<file path="config.mk">
export PLATFORM = sky130hd
export DESIGN_NAME = dsp_xy_agu
export DESIGN_NICKNAME = d
export VERILOG_FILES = /design/src/rtl/agu_pkg.sv /design/src/rtl/agu_post_adder.sv /design/src/rtl/agu_out_reg.sv /design/src/rtl/agu_lane.sv /design/src/rtl/dsp_xy_agu.sv
export SDC_FILE = /design/constraint.sdc
export NUM_CORES = 1
export LEC_CHECK = 0
export CORE_UTILIZATION = 32
export DETAILED_ROUTE_END_ITERATION = 8
export DONT_BUFFER_PORTS = 1
export GPL_TIMING_DRIVEN = 0
export SLEW_MARGIN = 10
export SYNTH_ARGS = -nofsm -noshare
export SYNTH_HDL_FRONTEND = slang
export SYNTH_HIERARCHICAL = 1
export SYNTH_SLANG_ARGS = --single-unit
</file>
<file path="constraint.sdc">
create_clock -name clk -period 12.8 [get_ports clk]
set_clock_uncertainty 0.1 [all_clocks]
set_input_delay 2.56 -clock clk [delete_from_list [all_inputs] [get_ports clk]]
set_output_delay 2.56 -clock clk [all_outputs]
set_load 0.005 [all_outputs]
</file>
<file path="src/rtl/agu_pkg.sv">
package agu_pkg;
  typedef enum logic [1:0] {
    MODE_HOLD  = 2'b00,
    MODE_STEP  = 2'b01,
    MODE_INDEX = 2'b10,
    MODE_RSVD  = 2'b11
  } upd_mode_e;

  localparam int unsigned PTR_W  = 32;
  localparam int unsigned ADDR_W = 16;
  localparam int unsigned NPTR   = 2;
endpackage

</file>
<file path="src/rtl/agu_post_adder.sv">
module agu_post_adder
  import agu_pkg::*;
#(
  parameter int unsigned PW   = 32,
  parameter int unsigned AW   = 16,
  parameter int unsigned STEP = 2
) (
  input  logic [PW-1:0] cur_ptr,
  input  logic [PW-1:0] idx,
  input  logic [1:0]    mode,
  output logic [AW-1:0] word_addr,
  output logic [PW-1:0] next_ptr
);
  localparam int unsigned UW = PW - AW;

  upd_mode_e     m;
  logic [AW-1:0] delta;
  logic [AW-1:0] low_sum;

  always_comb begin
    m = upd_mode_e'(mode);
    unique case (m)
      MODE_STEP:  delta = AW'(STEP);
      MODE_INDEX: delta = idx[AW-1:0];
      default:    delta = '0;
    endcase
  end

  assign low_sum   = cur_ptr[AW-1:0] + delta;
  assign word_addr = {cur_ptr[AW-1:1], 1'b0};
  assign next_ptr  = {cur_ptr[PW-1:PW-UW], low_sum[AW-1:1], 1'b0};
endmodule

</file>
<file path="src/rtl/agu_out_reg.sv">
module agu_out_reg #(
  parameter int unsigned DW = 48
) (
  input  logic          clk,
  input  logic          rst,
  input  logic          in_valid,
  output logic          in_ready,
  input  logic [DW-1:0] in_data,
  output logic          out_valid,
  input  logic          out_ready,
  output logic [DW-1:0] out_data
);
  assign in_ready = !out_valid || out_ready;

  always_ff @(posedge clk) begin
    if (rst) begin
      out_valid <= 1'b0;
      out_data  <= '0;
    end else if (in_ready) begin
      out_valid <= in_valid;
      if (in_valid) out_data <= in_data;
    end
  end

  a_r2_hold_stable: assert property (@(posedge clk) disable iff (rst)
    (out_valid && !out_ready) |=> (out_valid && $stable(out_data)));
  a_r3_valid_after_take: assert property (@(posedge clk) disable iff (rst)
    (in_valid && in_ready) |=> out_valid);
endmodule

</file>
<file path="src/rtl/agu_lane.sv">
module agu_lane
  import agu_pkg::*;
#(
  parameter int unsigned PW   = 32,
  parameter int unsigned AW   = 16,
  parameter int unsigned NP   = 2,
  parameter int unsigned STEP = 2
) (
  input  logic                  clk,
  input  logic                  rst,
  input  logic [NP-1:0]         ld_ptr_we,
  input  logic                  ld_idx_we,
  input  logic [PW-1:0]         ld_data,
  input  logic                  req_valid,
  output logic                  req_ready,
  input  logic [$clog2(NP)-1:0] ptr_sel,
  input  logic [1:0]            mode,
  output logic                  addr_valid,
  input  logic                  addr_ready,
  output logic [AW-1:0]         addr,
  output logic [PW-1:0]         wb_data
);
  localparam int unsigned SW = $clog2(NP);
  localparam int unsigned UW = PW - AW;
  localparam int unsigned DW = AW + PW;

  logic [PW-1:0] ptr_q [NP];
  logic [PW-1:0] idx_q;
  logic [PW-1:0] cur_ptr;
  logic [PW-1:0] next_ptr;
  logic [PW-1:0] wb_next;
  logic [AW-1:0] word_addr;
  logic          accept;
  logic [DW-1:0] out_payload;

  assign cur_ptr = ptr_q[ptr_sel];
  assign accept  = req_valid && req_ready;

  agu_post_adder #(.PW(PW), .AW(AW), .STEP(STEP)) u_adder (
    .cur_ptr   (cur_ptr),
    .idx       (idx_q),
    .mode      (mode),
    .word_addr (word_addr),
    .next_ptr  (next_ptr)
  );

  assign wb_next = ld_ptr_we[ptr_sel] ? ld_data : next_ptr;

  always_ff @(posedge clk) begin
    if (rst) idx_q <= '0;
    else if (ld_idx_we) idx_q <= ld_data;
  end

  for (genvar p = 0; p < NP; p++) begin : g_ptr
    always_ff @(posedge clk) begin
      if (rst) ptr_q[p] <= '0;
      else if (ld_ptr_we[p]) ptr_q[p] <= ld_data;
      else if (accept && ptr_sel == SW'(p)) ptr_q[p] <= next_ptr;
    end

    a_r4_idle_hold: assert property (@(posedge clk) disable iff (rst)
      (!(accept && ptr_sel == SW'(p)) && !ld_ptr_we[p]) |=> $stable(ptr_q[p]));
    a_r7_upper_kept: assert property (@(posedge clk) disable iff (rst)
      (accept && ptr_sel == SW'(p) && !ld_ptr_we[p])
        |=> (ptr_q[p][PW-1:PW-UW] == $past(ptr_q[p][PW-1:PW-UW])));
    a_r10_load_wins: assert property (@(posedge clk) disable iff (rst)
      ld_ptr_we[p] |=> (ptr_q[p] == $past(ld_data)));
    a_r11_even_after_update: assert property (@(posedge clk) disable iff (rst)
      (accept && ptr_sel == SW'(p) && !ld_ptr_we[p]) |=> (ptr_q[p][0] == 1'b0));
  end

  assign out_payload = {word_addr, wb_next};

  agu_out_reg #(.DW(DW)) u_out (
    .clk       (clk),
    .rst       (rst),
    .in_valid  (req_valid),
    .in_ready  (req_ready),
    .in_data   (out_payload),
    .out_valid (addr_valid),
    .out_ready (addr_ready),
    .out_data  ({addr, wb_data})
  );

  a_r3_addr_even: assert property (@(posedge clk) disable iff (rst)
    addr_valid |-> (addr[0] == 1'b0));
  a_r2_stall_no_update: assert property (@(posedge clk) disable iff (rst)
    (req_valid && !req_ready && ld_ptr_we == '0) |=> $stable(cur_ptr) || $changed(ptr_sel));
endmodule

</file>
<file path="src/rtl/dsp_xy_agu.sv">
module dsp_xy_agu
  import agu_pkg::*;
#(
  parameter int unsigned PW   = PTR_W,
  parameter int unsigned AW   = ADDR_W,
  parameter int unsigned NP   = NPTR,
  parameter int unsigned STEP = 2,
  parameter int unsigned LSW  = 3
) (
  input  logic                  clk,
  input  logic                  rst,
  input  logic                  ld_en,
  input  logic [LSW-1:0]        ld_sel,
  input  logic [PW-1:0]         ld_data,
  input  logic                  x_req_valid,
  output logic                  x_req_ready,
  input  logic [$clog2(NP)-1:0] x_ptr_sel,
  input  logic [1:0]            x_mode,
  output logic                  x_addr_valid,
  input  logic                  x_addr_ready,
  output logic [AW-1:0]         x_addr,
  output logic [PW-1:0]         x_wb_data,
  input  logic                  y_req_valid,
  output logic                  y_req_ready,
  input  logic [$clog2(NP)-1:0] y_ptr_sel,
  input  logic [1:0]            y_mode,
  output logic                  y_addr_valid,
  input  logic                  y_addr_ready,
  output logic [AW-1:0]         y_addr,
  output logic [PW-1:0]         y_wb_data
);
  localparam int unsigned X_IDX_CODE = 2 * NP;
  localparam int unsigned Y_IDX_CODE = 2 * NP + 1;

  logic [NP-1:0] x_ld_ptr;
  logic [NP-1:0] y_ld_ptr;
  logic          x_ld_idx;
  logic          y_ld_idx;

  for (genvar p = 0; p < NP; p++) begin : g_dec
    assign x_ld_ptr[p] = ld_en && (ld_sel == LSW'(p));
    assign y_ld_ptr[p] = ld_en && (ld_sel == LSW'(NP + p));
  end
  assign x_ld_idx = ld_en && (ld_sel == LSW'(X_IDX_CODE));
  assign y_ld_idx = ld_en && (ld_sel == LSW'(Y_IDX_CODE));

  agu_lane #(.PW(PW), .AW(AW), .NP(NP), .STEP(STEP)) u_x (
    .clk        (clk),
    .rst        (rst),
    .ld_ptr_we  (x_ld_ptr),
    .ld_idx_we  (x_ld_idx),
    .ld_data    (ld_data),
    .req_valid  (x_req_valid),
    .req_ready  (x_req_ready),
    .ptr_sel    (x_ptr_sel),
    .mode       (x_mode),
    .addr_valid (x_addr_valid),
    .addr_ready (x_addr_ready),
    .addr       (x_addr),
    .wb_data    (x_wb_data)
  );

  agu_lane #(.PW(PW), .AW(AW), .NP(NP), .STEP(STEP)) u_y (
    .clk        (clk),
    .rst        (rst),
    .ld_ptr_we  (y_ld_ptr),
    .ld_idx_we  (y_ld_idx),
    .ld_data    (ld_data),
    .req_valid  (y_req_valid),
    .req_ready  (y_req_ready),
    .ptr_sel    (y_ptr_sel),
    .mode       (y_mode),
    .addr_valid (y_addr_valid),
    .addr_ready (y_addr_ready),
    .addr       (y_addr),
    .wb_data    (y_wb_data)
  );

  a_r8_one_load_target: assert property (@(posedge clk) disable iff (rst)
    $countones({x_ld_ptr, y_ld_ptr, x_ld_idx, y_ld_idx}) <= 1);
  a_r9_x_ready_own: assert property (@(posedge clk) disable iff (rst)
    !x_addr_valid |-> x_req_ready);
  a_r9_y_ready_own: assert property (@(posedge clk) disable iff (rst)
    !y_addr_valid |-> y_req_ready);
endmodule

</file>
# Word-level counts from Yosys, hierarchy flattened
# Memory sizes are Yosys's and may differ from the RTL's.
# Cells that the tools add are included.
[totals]
register_bits = 128
ram_bits = 128
in_bits = 48
output_inout_bits = 100
wordCells = 96
n_memories = 2
[classes]
addsub = 2
n_lt_le_gt_ge = 2
n_eq_ne = 9
n_mux = 46
bitwise_logic = 10
n_reduce_logical = 19
[mem_list]
columns = ["memory", "depth", "width", "read_ports", "rd_clocked_by_memory_dff", "write_ports", "line_no", "rtl"]
rows = [
  ["u_x.ptr_q", 2, 32, 1, 0, 2, "agu_lane.sv:27", "logic [PW-1:0] ptr_q [NP];"],
  ["u_y.ptr_q", 2, 32, 1, 0, 2, "agu_lane.sv:27", ""],
]
[ops]
columns = ["operator", "n"]
rows = [
  ["2-to-1 mux 32 bit", 10],
  ["one-hot mux 16 bit (2 select lines)", 2],
  ["2-to-1 mux 1 bit", 34],
  ["adder 16 bit", 2],
  ["logical AND 1 bit", 12],
  ["OR 1 bit", 8],
  ["== test 3 x 2 -> 1 bit, second input constant", 2],
  ["== test 3 bit, second input constant", 2],
  ["== test 2 x 1 -> 1 bit, second input constant", 2],
  ["== test 2 bit, second input constant", 2],
  ["less-than comparator 1 x 2 -> 1 bit, second input constant", 2],
  ["AND reduction 2 bit", 2],
  ["== test 3 x 1 -> 1 bit, second input constant", 1],
  ["zero test 3 bit", 1],
  ["zero test 1 bit", 2],
  ["logical OR 1 bit", 2],
  ["NOT 1 bit", 2],
]

# Logic depth before layout (Yosys ltp)
[logic_depth]
ltp_word = 9
mapped_depth = 14
depth_no_buf = 14

# By module
# Netlist, hierarchy kept.
[by_module_without_submodules]
columns = ["mod", "instances", "cells_per_inst", "area_per_inst_um2", "seq_area_each_um2"]
rows = [
  ["agu_lane", 2, 335, 4802.1, 2562.5],
  ["agu_out_reg", 2, 223, 2247.2, 980.9],
  ["agu_post_adder", 2, 163, 1206.2, 0.0],
  ["dsp_xy_agu", 1, 6, 75.1, 0.0],
]

# Worst setup path after synthesis
# No wires, ideal clock.
[synth_timing]
path_type = "input-to-reg"
startpoint = "in x_addr_ready"
endpoint = "mem u_x.ptr_q[0][0], enable pin"
setup_ps = 466
arrival_time_ps = 5341
t_required_ps = 12234
path_slack_ps = 6893
cell_stages = 5
n_path_buf = 2
cell_sequence = "nand2b_4 -> buf_6 -> buf_2 -> nand2_1 -> o21ai_0"
[synth_lines]
columns = ["item", "line_no", "rtl"]
rows = [
  ["from (decl)", "dsp_xy_agu.sv:20", "input logic x_addr_ready,"],
  ["to (decl)", "agu_lane.sv:27", ""],
]

# Worst setup path after layout
[layout_timing]
startpoint = "in y_addr_ready"
endpoint = "out y_req_ready"
[layout_via]
elab_chain_len = 1
[layout_rtl]
columns = ["item", "line_no", "rtl"]
rows = [
  ["from (decl)", "dsp_xy_agu.sv:28", "input logic y_addr_ready,"],
  ["logical OR 1 bit", "agu_out_reg.sv:13", "assign in_ready = !out_valid || out_ready;"],
  ["to (decl)", "dsp_xy_agu.sv:24", "output logic y_req_ready,"],
]
# Every way passes these cells.

==> flow_summary.ini <==
[run_status]
status = finished, final reports clean

[clocking]
clk_latency_ns = 0.58
root_buffer = clkbuf_16
cts_resized = 0
cts_tree = done
clk_pin_slew_ns = 0.06
numClockSinks = 258
clk_path_buf_depth = 3
cts_buffers = 29
cts.hold.buffers_added = 0
cts_max_level = 1
postCtsSetupBuffers = 0

[drt]
routed_via_density = 5.49
ant_nets = 0
dr.pass1.iters = 5
wl_per_cell_um = 22.3
drt_iter0_markers = 889
drc = 0
via_count = 11136
drt-total-wl_um = 45300

[place]
port_buffers = 0
dpl_cell_area_um2 = 16400
hpwl_um = 32900
gp_congestion = 0.848
dp.cells = 1973

[grt]
grt_usage = 0.180
grt_pass1_wl_um = 68700
grt_pass1_vias = 11077
grt_max_degree = 23
overflow = 0
antenna_found_initial = 1

[die]
coreArea_um2 = 47700
die_x_um = 222
start_util = 0.325
die-area_um2 = 49300
ios = 148
die_y_um = 222
rows = 80

[pwr]
power_density_nw_per_um2 = 120
p_sw_frac = 0.261
leakage_nw = 6.61
p_clk_frac = 0.387
p_comb_frac = 0.159
seqPwrFrac = 0.454
p_int_mw = 1.54
power_mw = 2.08
ir_worst_vdd_uv = 90.0
p_switching_mw = 0.543

[cells_and_area]
nNetsFinal = 1471
fin_cells = 2028
nFillCells = 4667
syn_to_final_growth_pct = 11.7
drive_above_1_share = 0.310
seq_area_um2 = 6450
multi_input_area_um2 = 7630
design_area_um2 = 17300

[sta]
relSlewSlack = 0.290
hold_ws_ns = 0.383
setup_viol = 0
worst_pin_slew_ns = 1.06
fin_crit_ns = 5.78
fin_crit_sh = 0.452
rsz0062_at_grt = false
hold_viol_final = 0
tns_ns = 0
fmax_mhz = 173
finalMaxSlewViolations = 0

[logic_synthesis]
synth.cell_area_um2 = 15500
ys_warn_count = 6
synthCells = 1352
syn-mean-instance-area_um2 = 11.5

[worst_setup_path]
path_max_fanout = 13
worstSetupEndpointType = output pin
critPathArrivalTime_ns = 3.12
required_ns = 10.14
startpoint_type = input port
critPathKind = in2out

[min_path]
min_path_type = reg2reg

[job]
maxCapViolCount = 0
[through the flow]
step,utilization,worst slack [ns]
final,0.363,7.02
after global routing,0.363,7.00
after CTS,0.363,7.01
after detailed placement,0.344,6.88
after global placement,0.341,5.03
after floorplan,-,6.89
[power groups by stage]
| stage | registers (mW) | clock network [mW] | logic [mW] |
|---|---|---|---|
| finish | 0.943 | 0.805 | 0.330 |
| global route | 0.947 | 0.858 | 0.356 |
| CTS | 0.943 | 0.832 | 0.330 |
| detailed placement | 0.961 | 0 | 0.328 |
| global placement | 0.962 | 0 | 0.317 |
| floorplan | 0.954 | 0 | 0.250 |
[cells in the final DEF, fill, tap and decap left out, drive strengths merged, types with 12 or more instances in the layout]
master  count
a21o       12
edfxtp    128
nor2       56
buf       172
a21bo      96
and2       28
ha         32
mux2      132
dfxtp     130
a21oi     120
o21ai      14
mux2i      34
nand3     100
nand2      16
a32o      130
clkbuf     77
inv        20
[registers in the layout (all words and copies together), names as in the netlist]
signal / flops
u_y/ptr_q: 64
u_x/ptr_q: 64
u_x/u_out/out_valid: 1
u_y/u_out/out_valid: 1
u_x/u_out/out_data: 48
u_y/u_out/out_data: 48
u_x/idx_q: 16
u_y/idx_q: 16
[worst max-delay path, cell delays in order]
cell and delay, ns:
nand2b_4 0.09, buf_6 0.15, buf_2 0.31
[layout make-up]
type	count	area share
Timing Repair Buffer	4	0.00592
Buffer	204	0.0802
Inverter	18	0.00390
Multi-Input combinational cell	874	0.441
Clock inverter	13	0.00542
Antenna cell	1	0.000144
Clock buffer	41	0.0469
Tap cell	615	0.0444
Sequential cell	258	0.372
[metal layers]
layer	vias to the layer above	track usage	wire length (um)	part of all wire
li1	5180	-	-	-
met1	5556	0.232	19500	0.43
met2	329	0.295	21300	0.47
met3	71	0.0375	2870	0.063
met4	0	0.0690	1600	0.035
met5	-	0	0	0
[path summary, 6_finish.rpt]
path	start	end	slack, ns	cells past startpoint
max	y_addr_ready	y_req_ready	7.02	3
min	u_y/idx_q[8]	u_y/idx_q[8]	0.38	2
max reg2reg	u_x/idx_q[1]	u_x/u_out/out_data[12]	9.59	10
min reg2reg	u_y/idx_q[8]	u_y/idx_q[8]	0.38	2
(Power assumes the default switching activity.)
